--- src/rtl/iox_pkg.sv ---
package iox_pkg;

    typedef enum logic [1:0] {
        PIN_HOST = 2'd0,
        PIN_PLD  = 2'd1,
        PIN_ADDR = 2'd2
    } pin_mode_t;

    typedef enum logic {
        LAT_IDLE   = 1'b0,
        LAT_STROBE = 1'b1
    } lat_state_t;

    localparam int unsigned OFS_W = 2;
    localparam logic [OFS_W-1:0] OFS_DATA = 2'd0;
    localparam logic [OFS_W-1:0] OFS_DIR  = 2'd1;
    localparam logic [OFS_W-1:0] OFS_CTRL = 2'd2;

    function automatic pin_mode_t decode_mode(input logic ctl, input logic dir);
        if (!ctl)
            return PIN_HOST;
        else if (dir)
            return PIN_ADDR;
        else
            return PIN_PLD;
    endfunction

endpackage

--- src/rtl/iox_regs.sv ---
module iox_regs
    import iox_pkg::*;
#(
    parameter int unsigned WIDTH    = 8,
    parameter bit          HAS_CTRL = 1'b1
) (
    input  logic             clk,
    input  logic             rst_n,
    input  logic             sel,
    input  logic             wr,
    input  logic [OFS_W-1:0] ofs,
    input  logic [WIDTH-1:0] wdata,
    input  logic [WIDTH-1:0] pad_in,
    output logic [WIDTH-1:0] rdata,
    output logic [WIDTH-1:0] dout_q,
    output logic [WIDTH-1:0] dir_q,
    output logic [WIDTH-1:0] ctrl_q
);

    logic wr_dout, wr_dir, wr_ctrl;

    always_comb begin
        wr_dout = sel && wr && (ofs == OFS_DATA);
        wr_dir  = sel && wr && (ofs == OFS_DIR);
        wr_ctrl = sel && wr && (ofs == OFS_CTRL);
    end

    always_ff @(posedge clk or negedge rst_n) begin
        if (!rst_n) begin
            dout_q <= '0;
            dir_q  <= '0;
        end else begin
            if (wr_dout) dout_q <= wdata;
            if (wr_dir)  dir_q  <= wdata;
        end
    end

    generate
        if (HAS_CTRL) begin : g_ctrl
            logic [WIDTH-1:0] ctrl_r;
            always_ff @(posedge clk or negedge rst_n) begin
                if (!rst_n)
                    ctrl_r <= '0;
                else if (wr_ctrl)
                    ctrl_r <= wdata;
            end
            assign ctrl_q = ctrl_r;
        end else begin : g_no_ctrl
            assign ctrl_q = '0;
        end
    endgenerate

    always_comb begin
        rdata = '0;
        case (ofs)
            OFS_DATA: rdata = pad_in;
            OFS_DIR:  rdata = dir_q;
            OFS_CTRL: rdata = ctrl_q;
            default:  rdata = '0;
        endcase
    end

    // a Direction write lands one edge later
    p_dir_write_r2: assert property (@(posedge clk) disable iff (!rst_n)
        wr_dir |=> (dir_q == $past(wdata)));

    // without a Direction write the register holds
    p_dir_hold_r2: assert property (@(posedge clk) disable iff (!rst_n)
        !wr_dir |=> $stable(dir_q));

    // Data Out changes only on its own offset
    p_dout_hold_r2: assert property (@(posedge clk) disable iff (!rst_n)
        !wr_dout |=> $stable(dout_q));

endmodule

--- src/rtl/iox_addr_latch.sv ---
module iox_addr_latch
    import iox_pkg::*;
#(
    parameter int unsigned WIDTH = 8
) (
    input  logic             clk,
    input  logic             rst_n,
    input  logic             strobe,
    input  logic [WIDTH-1:0] bus,
    output logic [WIDTH-1:0] held
);

    lat_state_t       state_q, state_d;
    logic [WIDTH-1:0] cap_q;

    always_ff @(posedge clk or negedge rst_n) begin
        if (!rst_n)
            state_q <= LAT_IDLE;
        else
            state_q <= state_d;
    end

    always_comb begin
        state_d = state_q;
        unique case (state_q)
            LAT_IDLE:   if (strobe)  state_d = LAT_STROBE;
            LAT_STROBE: if (!strobe) state_d = LAT_IDLE;
        endcase
    end

    always_ff @(posedge clk or negedge rst_n) begin
        if (!rst_n) begin
            cap_q <= '0;
            held  <= '0;
        end else begin
            unique case (state_q)
                LAT_IDLE: begin
                    if (strobe) cap_q <= bus;
                end
                LAT_STROBE: begin
                    if (strobe) cap_q <= bus;
                    else        held  <= cap_q;
                end
            endcase
        end
    end

    // held address only moves on the strobe's falling edge
    p_hold_stable_r9: assert property (@(posedge clk) disable iff (!rst_n)
        !(state_q == LAT_STROBE && !strobe) |=> $stable(held));

    // the committed byte is the bus seen on the last high cycle
    p_capture_r9: assert property (@(posedge clk) disable iff (!rst_n)
        (state_q == LAT_STROBE && !strobe) |=> (held == $past(bus, 2)));

endmodule

--- src/rtl/iox_pin_cell.sv ---
module iox_pin_cell
    import iox_pkg::*;
#(
    parameter bit HAS_CTRL = 1'b1,
    parameter bit IS_PLD   = 1'b0
) (
    input  logic ctl,
    input  logic dir,
    input  logic dout,
    input  logic pld,
    input  logic addr_bit,
    input  logic pt_oe,
    output logic pad_out,
    output logic pad_oe
);

    pin_mode_t mode;

    always_comb begin
        if (HAS_CTRL)
            mode = decode_mode(ctl, dir);
        else
            mode = IS_PLD ? PIN_PLD : PIN_HOST;
    end

    always_comb begin
        pad_out = 1'b0;
        unique case (mode)
            PIN_HOST: pad_out = dout;
            PIN_PLD:  pad_out = pld;
            PIN_ADDR: pad_out = addr_bit;
        endcase
        pad_oe = dir | pt_oe;
    end

endmodule

--- src/rtl/iox_port.sv ---
module iox_port
    import iox_pkg::*;
#(
    parameter int unsigned WIDTH    = 8,
    parameter bit          HAS_CTRL = 1'b1,
    parameter logic [7:0]  PLD_PINS = 8'h00
) (
    input  logic             clk,
    input  logic             rst_n,
    input  logic             host_sel,
    input  logic             host_wr,
    input  logic [1:0]       host_addr,
    input  logic [WIDTH-1:0] host_wdata,
    output logic [WIDTH-1:0] host_rdata,
    input  logic             bus_muxed,
    input  logic [WIDTH-1:0] bus_addr,
    input  logic             addr_strobe,
    input  logic [WIDTH-1:0] pld_out,
    input  logic [WIDTH-1:0] pt_oe,
    input  logic [WIDTH-1:0] pad_in,
    output logic [WIDTH-1:0] pad_out,
    output logic [WIDTH-1:0] pad_oe
);

    localparam int unsigned MASK_W = (WIDTH < 8) ? WIDTH : 8;

    logic [WIDTH-1:0] dout_q, dir_q, ctrl_q;
    logic [WIDTH-1:0] held_addr, addr_src;

    iox_regs #(.WIDTH(WIDTH), .HAS_CTRL(HAS_CTRL)) u_regs (
        .clk    (clk),
        .rst_n  (rst_n),
        .sel    (host_sel),
        .wr     (host_wr),
        .ofs    (host_addr),
        .wdata  (host_wdata),
        .pad_in (pad_in),
        .rdata  (host_rdata),
        .dout_q (dout_q),
        .dir_q  (dir_q),
        .ctrl_q (ctrl_q)
    );

    iox_addr_latch #(.WIDTH(WIDTH)) u_latch (
        .clk    (clk),
        .rst_n  (rst_n),
        .strobe (addr_strobe),
        .bus    (bus_addr),
        .held   (held_addr)
    );

    assign addr_src = bus_muxed ? held_addr : bus_addr;

    generate
        for (genvar i = 0; i < WIDTH; i++) begin : g_pin
            localparam bit PIN_IS_PLD = (i < MASK_W) ? PLD_PINS[i] : 1'b0;
            iox_pin_cell #(.HAS_CTRL(HAS_CTRL), .IS_PLD(PIN_IS_PLD)) u_cell (
                .ctl      (ctrl_q[i]),
                .dir      (dir_q[i]),
                .dout     (dout_q[i]),
                .pld      (pld_out[i]),
                .addr_bit (addr_src[i]),
                .pt_oe    (pt_oe[i]),
                .pad_out  (pad_out[i]),
                .pad_oe   (pad_oe[i])
            );
        end
    endgenerate

    // no pin drives unless Direction or its product term asks for it
    p_input_quiet_r4: assert property (@(posedge clk) disable iff (!rst_n)
        ((~dir_q & ~pt_oe & pad_oe) == '0));

    // a set Direction bit always enables the pad
    p_dir_drives_r4: assert property (@(posedge clk) disable iff (!rst_n)
        ((dir_q & ~pad_oe) == '0));

    generate
        if (HAS_CTRL) begin : g_chk
            // host I/O pins follow Data Out
            p_host_out_r5: assert property (@(posedge clk) disable iff (!rst_n)
                ((~ctrl_q & (pad_out ^ dout_q)) == '0));
            // logic-array pins follow pld_out
            p_pld_out_r6: assert property (@(posedge clk) disable iff (!rst_n)
                ((ctrl_q & ~dir_q & (pad_out ^ pld_out)) == '0));
            // address pins on a multiplexed bus follow the held byte
            p_addr_out_r7: assert property (@(posedge clk) disable iff (!rst_n)
                bus_muxed |-> ((ctrl_q & dir_q & (pad_out ^ held_addr)) == '0));
        end
    endgenerate

endmodule

--- config.mk ---
export PLATFORM = sky130hd
export DESIGN_NAME = iox_port
export DESIGN_NICKNAME = d
export VERILOG_FILES = /design/src/rtl/iox_pkg.sv /design/src/rtl/iox_regs.sv /design/src/rtl/iox_addr_latch.sv /design/src/rtl/iox_pin_cell.sv /design/src/rtl/iox_port.sv
export SDC_FILE = /design/constraint.sdc
export NUM_CORES = 1
export LEC_CHECK = 0
export ABC_AREA = 1
export BUFFER_PORTS_ARGS = -buffer_cell sky130_fd_sc_hd__buf_2
export CORE_AREA = 5 5 103 105
export CTS_BUF_LIST = sky130_fd_sc_hd__clkbuf_16
export CTS_CLUSTER_DIAMETER = 50
export CTS_CLUSTER_SIZE = 30
export DETAILED_ROUTE_END_ITERATION = 16
export DIE_AREA = 0 0 108 110
export GPL_TIMING_DRIVEN = 0
export PLACE_DENSITY = 0.47
export SETUP_SLACK_MARGIN = 0.4
export SLEW_MARGIN = 20
export SYNTH_ARGS = -nofsm -noshare
export SYNTH_HDL_FRONTEND = slang
export SYNTH_HIERARCHICAL = 1
export SYNTH_SLANG_ARGS = --single-unit
--- constraint.sdc ---
create_clock -name clk -period 2.5 [get_ports clk]
set_clock_uncertainty 0.15 [all_clocks]
set_input_delay 0.125 -clock clk [delete_from_list [all_inputs] [get_ports clk]]
set_output_delay 0.125 -clock clk [all_outputs]
set_load 0.01 [all_outputs]
# [Word level (Yosys, flattened, before mapping)]
# Index checks and enable logic that the tools add are counted.
[totals] inputBits=48 n_memories=0 latchBits=0 ram_bits=0 wordCells=75 romBits=0 register_bits=41 out_inout_bits=24
[op_classes] multipliers=0 reduce_logical=14 n_div=0 bitwise_logic=9 eq_ne=18 n_shift=0 muxes=28 addsub=0 order_cmp=0
[ops] op="2-bit two-way mux" count=16
[ops] op="1-bit case mux with 3 select lines" count=8
[ops] op="8-bit case mux with 3 select lines" count=1
[ops] op="2-bit by 1-bit == test with 1-bit output (second input constant)" count=9
[ops] op="2-bit == test (second input constant)" count=9
[ops] op="2-bit logical NOT" count=9
[ops] op="8-bit two-way mux" count=2
[ops] op="1-bit bitwise OR" count=8
[ops] op="1-bit logical AND" count=4
[ops] op="2-bit AND reduction" count=1
[ops] op="1-bit two-way mux" count=1
[ops] op="1-bit inverter" count=1

# [Logic depth before layout (Yosys ltp)]
[logic_depth] ltp_word=4 ltp_mapped=6 mapped_depth_nobuf=5

# [Cells and area by module]
# Netlist, hierarchy kept.
[modules_own_cells] module="iox_regs" cells_per_inst=143 seq_area_each_um2=600.6 area_per_inst_um2=1106.1 instances=1
[modules_own_cells] module="iox_addr_latch" cells_per_inst=70 seq_area_each_um2=425.4 area_per_inst_um2=688.2 instances=1
[modules_own_cells] module="iox_pin_cell" cells_per_inst=7 seq_area_each_um2=0.0 area_per_inst_um2=32.5 instances=8
[modules_own_cells] module="iox_port" cells_per_inst=26 seq_area_each_um2=0.0 area_per_inst_um2=105.1 instances=1

# [Worst setup path after synthesis]
# OpenSTA, ideal clock, no wires.
[synth_timing] kind="input -> output" from="input host_addr[1]" to="output host_rdata[0]" cell_stages=4 n_path_buf=1 required_time_ns=2.225 arrival_time_ns=0.724 slack_ns=1.501 cell_sequence="nor2_2 -> buf_2 -> nand2_1 -> nand3_1"
[synth_between] elab_chain_cells=2 elab_cells_between_ends=4 cone_classes="2 x eq/ne; 1 x mux; 1 x reduce/logical"
[synth_lines] item="from (decl)" line_no="iox_port.sv:12" text="input logic [1:0] host_addr,"
[synth_lines] item="2-bit == test (tied with other cells)" line_no="iox_regs.sv:55" text="case (ofs)"
[synth_lines] item="8-bit case mux with 3 select lines (*)" line_no="iox_regs.sv:55"
[synth_lines] item="to (decl)" line_no="iox_port.sv:14" text="output logic [WIDTH-1:0] host_rdata,"
# Every way passes the cells marked *; elsewhere a longest branch is shown, timed or not.

# [Final worst setup path]
[layout_timing] from="input host_addr[1]" to="output host_rdata[3]"
# The elaborated chain is that of the path after synthesis.

==> flow_summary.ini <==
[outcome]
status = finished clean

[synthesis]
syn-num-nets = 343
syn-cell-area_mm2 = 0.002160
synth.yosys.warnings = 6
synth.ff_latch_count = 41
synth-seq-area-share_pct = 47.51
ys_types = 16
netlist_instances = 295
post_synthesis_area_per_instance_um2 = 7.321

[floorplan]
core_mm2 = 0.009549
floorplan.die.height_um = 110
placementRows = 36
starting_density_of_the_core_pct = 22.62
fp.dieW_um = 108
die_area_mm2 = 0.01188
io_pins = 72

[min_path]
hold_class = input port to flip-flop

[global_routing]
antenna_found_initial = 0
wire_length_of_the_first_global_routing_pass_mm = 11.05
global_route_total_overflow = 0
groute.usage.overall_pct = 11.92
grt_start_max_net_pins = 42
first_global_vias = 2176

[timing]
final-hold-violation-count = 0
tns_ns = 0
finalMaxSlewViolations = 0
total_of_endpoints_with_negative_setup_slack_in_the_final_report = 0
post-route-period-util_pct = 62.01
slew-limit-headroom_pct = 37.20
period_minus_slack_ns = 1.550
worst-slew-pin-transition_ns = 0.9420
rsz0062_at_grt = no
peak_freq_ghz = 0.6450

[worst_setup_path]
crit_top_cell = sky130_fd_sc_hd__buf_2
path_cells = buf_2, nor2_2, buf_2, nand2_1, nand3_1, buf_2
largest_stage_delay_on_the_critical_path_ns = 0.35
critPathArrivalTime_ns = 1.28
path_class = input port to output pin
critical_path.startpoint_type = input port
slowest_stage = sky130_fd_sc_hd__buf_2
worst_setup_path_end_kind = output pin
critPathRequiredTime_ns = 2.23
worstPathMaxFanout = 10

[clock_tree]
cts_root_buf = sky130_fd_sc_hd__clkbuf_16
max-clock-path-buffers = 2
cts_buffers = 5
cts_tree = yes
post-cts-setup-buffers = 0
cts_num_sinks = 41
number_of_h_tree_levels = 2
cts.clk_slew.worst_paths_ns = 0.06
worst_skew_pair.late_latency_ns = 0.28

[power_and_ir_drop]
power_density_mw_per_mm2 = 671.9
power.ir.vdd_worst_mv = 0.2932
power.leakage_nw = 1.653

[finish]
insertedDiodeCount = 0
area_growth_from_synthesis_to_final_layout_pct = 39.80
multi_input_area_um2 = 965.9
fillCellCount = 1058
fin_util_pct = 31.62
sequential_cell_area_in_the_final_layout_mm2 = 0.001026
layoutNonFillerInstCount = 524
design.final.nets = 438
layout_cells_sized_above_1_pct = 23.79

[drt]
ant_nets = 0
firstDrtPassIters = 4
postRouteWirelength_mm = 6.892
detailedRoute.firstIterationViolations = 79
vias = 2144
wl_per_cell_um = 13.15
drcViolationCount = 0
average_vias_per_placed_instance = 4.092

[place]
dpl.cell_count = 498
finalWeightedCongestion = 0.7832
final_hpwl_from_detailed_placement_mm = 4.918
portBuffers = 70

[job]
timing.max_cap.violations = 0
==> state kept, by name, summed over array words and instances, names as in the netlist <==
register,count
u_regs/dout_q,8
u_latch/cap_q,8
u_latch/state_q,1
u_regs/ctrl_q,8
u_latch/held,8
u_regs/dir_q,8
==> cells by family (layout without fill, tap and decap cells) <==
group / count (synthesis) / after routing / share of synthesized area (%)
buffers and inverters: 30 / 126 / 7.762
AND/OR/NAND/NOR: 224 / 224 / 44.73
flip-flops: 41 / 41 / 47.51
==> repair_timing <==
item                      in CTS  in global routing
hold endpoints to repair      74                  0
hold buffers                  18                  0
resized for setup              0                  0
==> synthesized netlist by cell type (all sizes together) <==
master	count	share of area, %
nand2	149	26
buf	8	3.1
clkbuf	1	0.64
or2	8	2.3
nor2	3	0.87
inv	20	3.8
clkinv	1	0.17
nand3	64	15
dfrtp	41	48
==> cell usage in the layout, fill, tap and decap left out, types with 3 or more instances in the layout <==
master                          synthesis  routed
sky130_fd_sc_hd__nand2_1              148     148
sky130_fd_sc_hd__buf_2                  3      73
sky130_fd_sc_hd__nand3_1               62      62
sky130_fd_sc_hd__dfrtp_1               41      41
sky130_fd_sc_hd__inv_1                 18      19
sky130_fd_sc_hd__dlygate4sd3_1          0      18
sky130_fd_sc_hd__or2_1                  8       8
sky130_fd_sc_hd__clkbuf_16              0       5
sky130_fd_sc_hd__nor2_2                 3       3
==> critical path, delay by kind of cell <==
family | cells | cell delay [ns]
AND/OR/NAND/NOR | 3 | 0.54
buffers and inverters | 3 | 0.60
==> through the flow <==
step	hold slack (ns)	worst slack, ns	total power, W	cell area (um^2)
floorplan	-0.3206	1.501	0.001103	2160
global placement	0.1068	0.9871	0.001300	2676
detailed placement	0.1099	0.9772	0.001308	2676
CTS	0.06152	0.9537	0.002060	3019
global route	0.09490	0.8453	0.002153	3019
finish	0.05680	0.9497	0.002029	3019
==> where the power goes <==
group          switching (W)  internal, W  leakage [nW]
registers          0.0000951     0.000767         0.512
logic               0.000250     0.000198          1.06
clock network       0.000255     0.000464        0.0826
total               0.000600      0.00143          1.65
==> final cells by class <==
class / count / share of cell area (%)
multi-input cells: 224 / 31.99
flip-flops and latches: 41 / 33.98
well taps: 133 / 5.512
plain buffers: 9 / 2.694
clock inverters: 3 / 1.243
inverters: 21 / 2.860
repair buffers: 88 / 17.57
clock buffers: 5 / 4.144
==> layer usage <==
metal	GRT usage [%]	up-vias	wire, um
met5	0	-	0
met3	2.796	4	524
met4	4.058	0	84
met1	16.04	958	3053
met2	18.87	65	3231
li1	-	1117	-
==> final timing paths <==
| check | start | to | slack (ns) | cells after the start |
|---|---|---|---|---|
| max reg2reg | u_latch/state_q$_DFF_PN0_ | u_latch/held[7]$_DFFE_PN0P_ | 1.50 | 4 |
| min reg2reg | u_latch/cap_q[3]$_DFFE_PN0P_ | u_latch/cap_q[3]$_DFFE_PN0P_ | 0.32 | 2 |
| max | host_addr[1] | host_rdata[3] | 0.95 | 6 |
| min | host_addr[0] | u_regs/ctrl_q[3]$_DFFE_PN0P_ | 0.06 | 4 |
| min in group asynchronous | rst_n | u_latch/cap_q[7]$_DFFE_PN0P_ | 0.37 | 2 |
| max in group asynchronous | rst_n | u_regs/dir_q[0]$_DFFE_PN0P_ | 1.23 | 2 |
(Power assumes the default switching activity.)
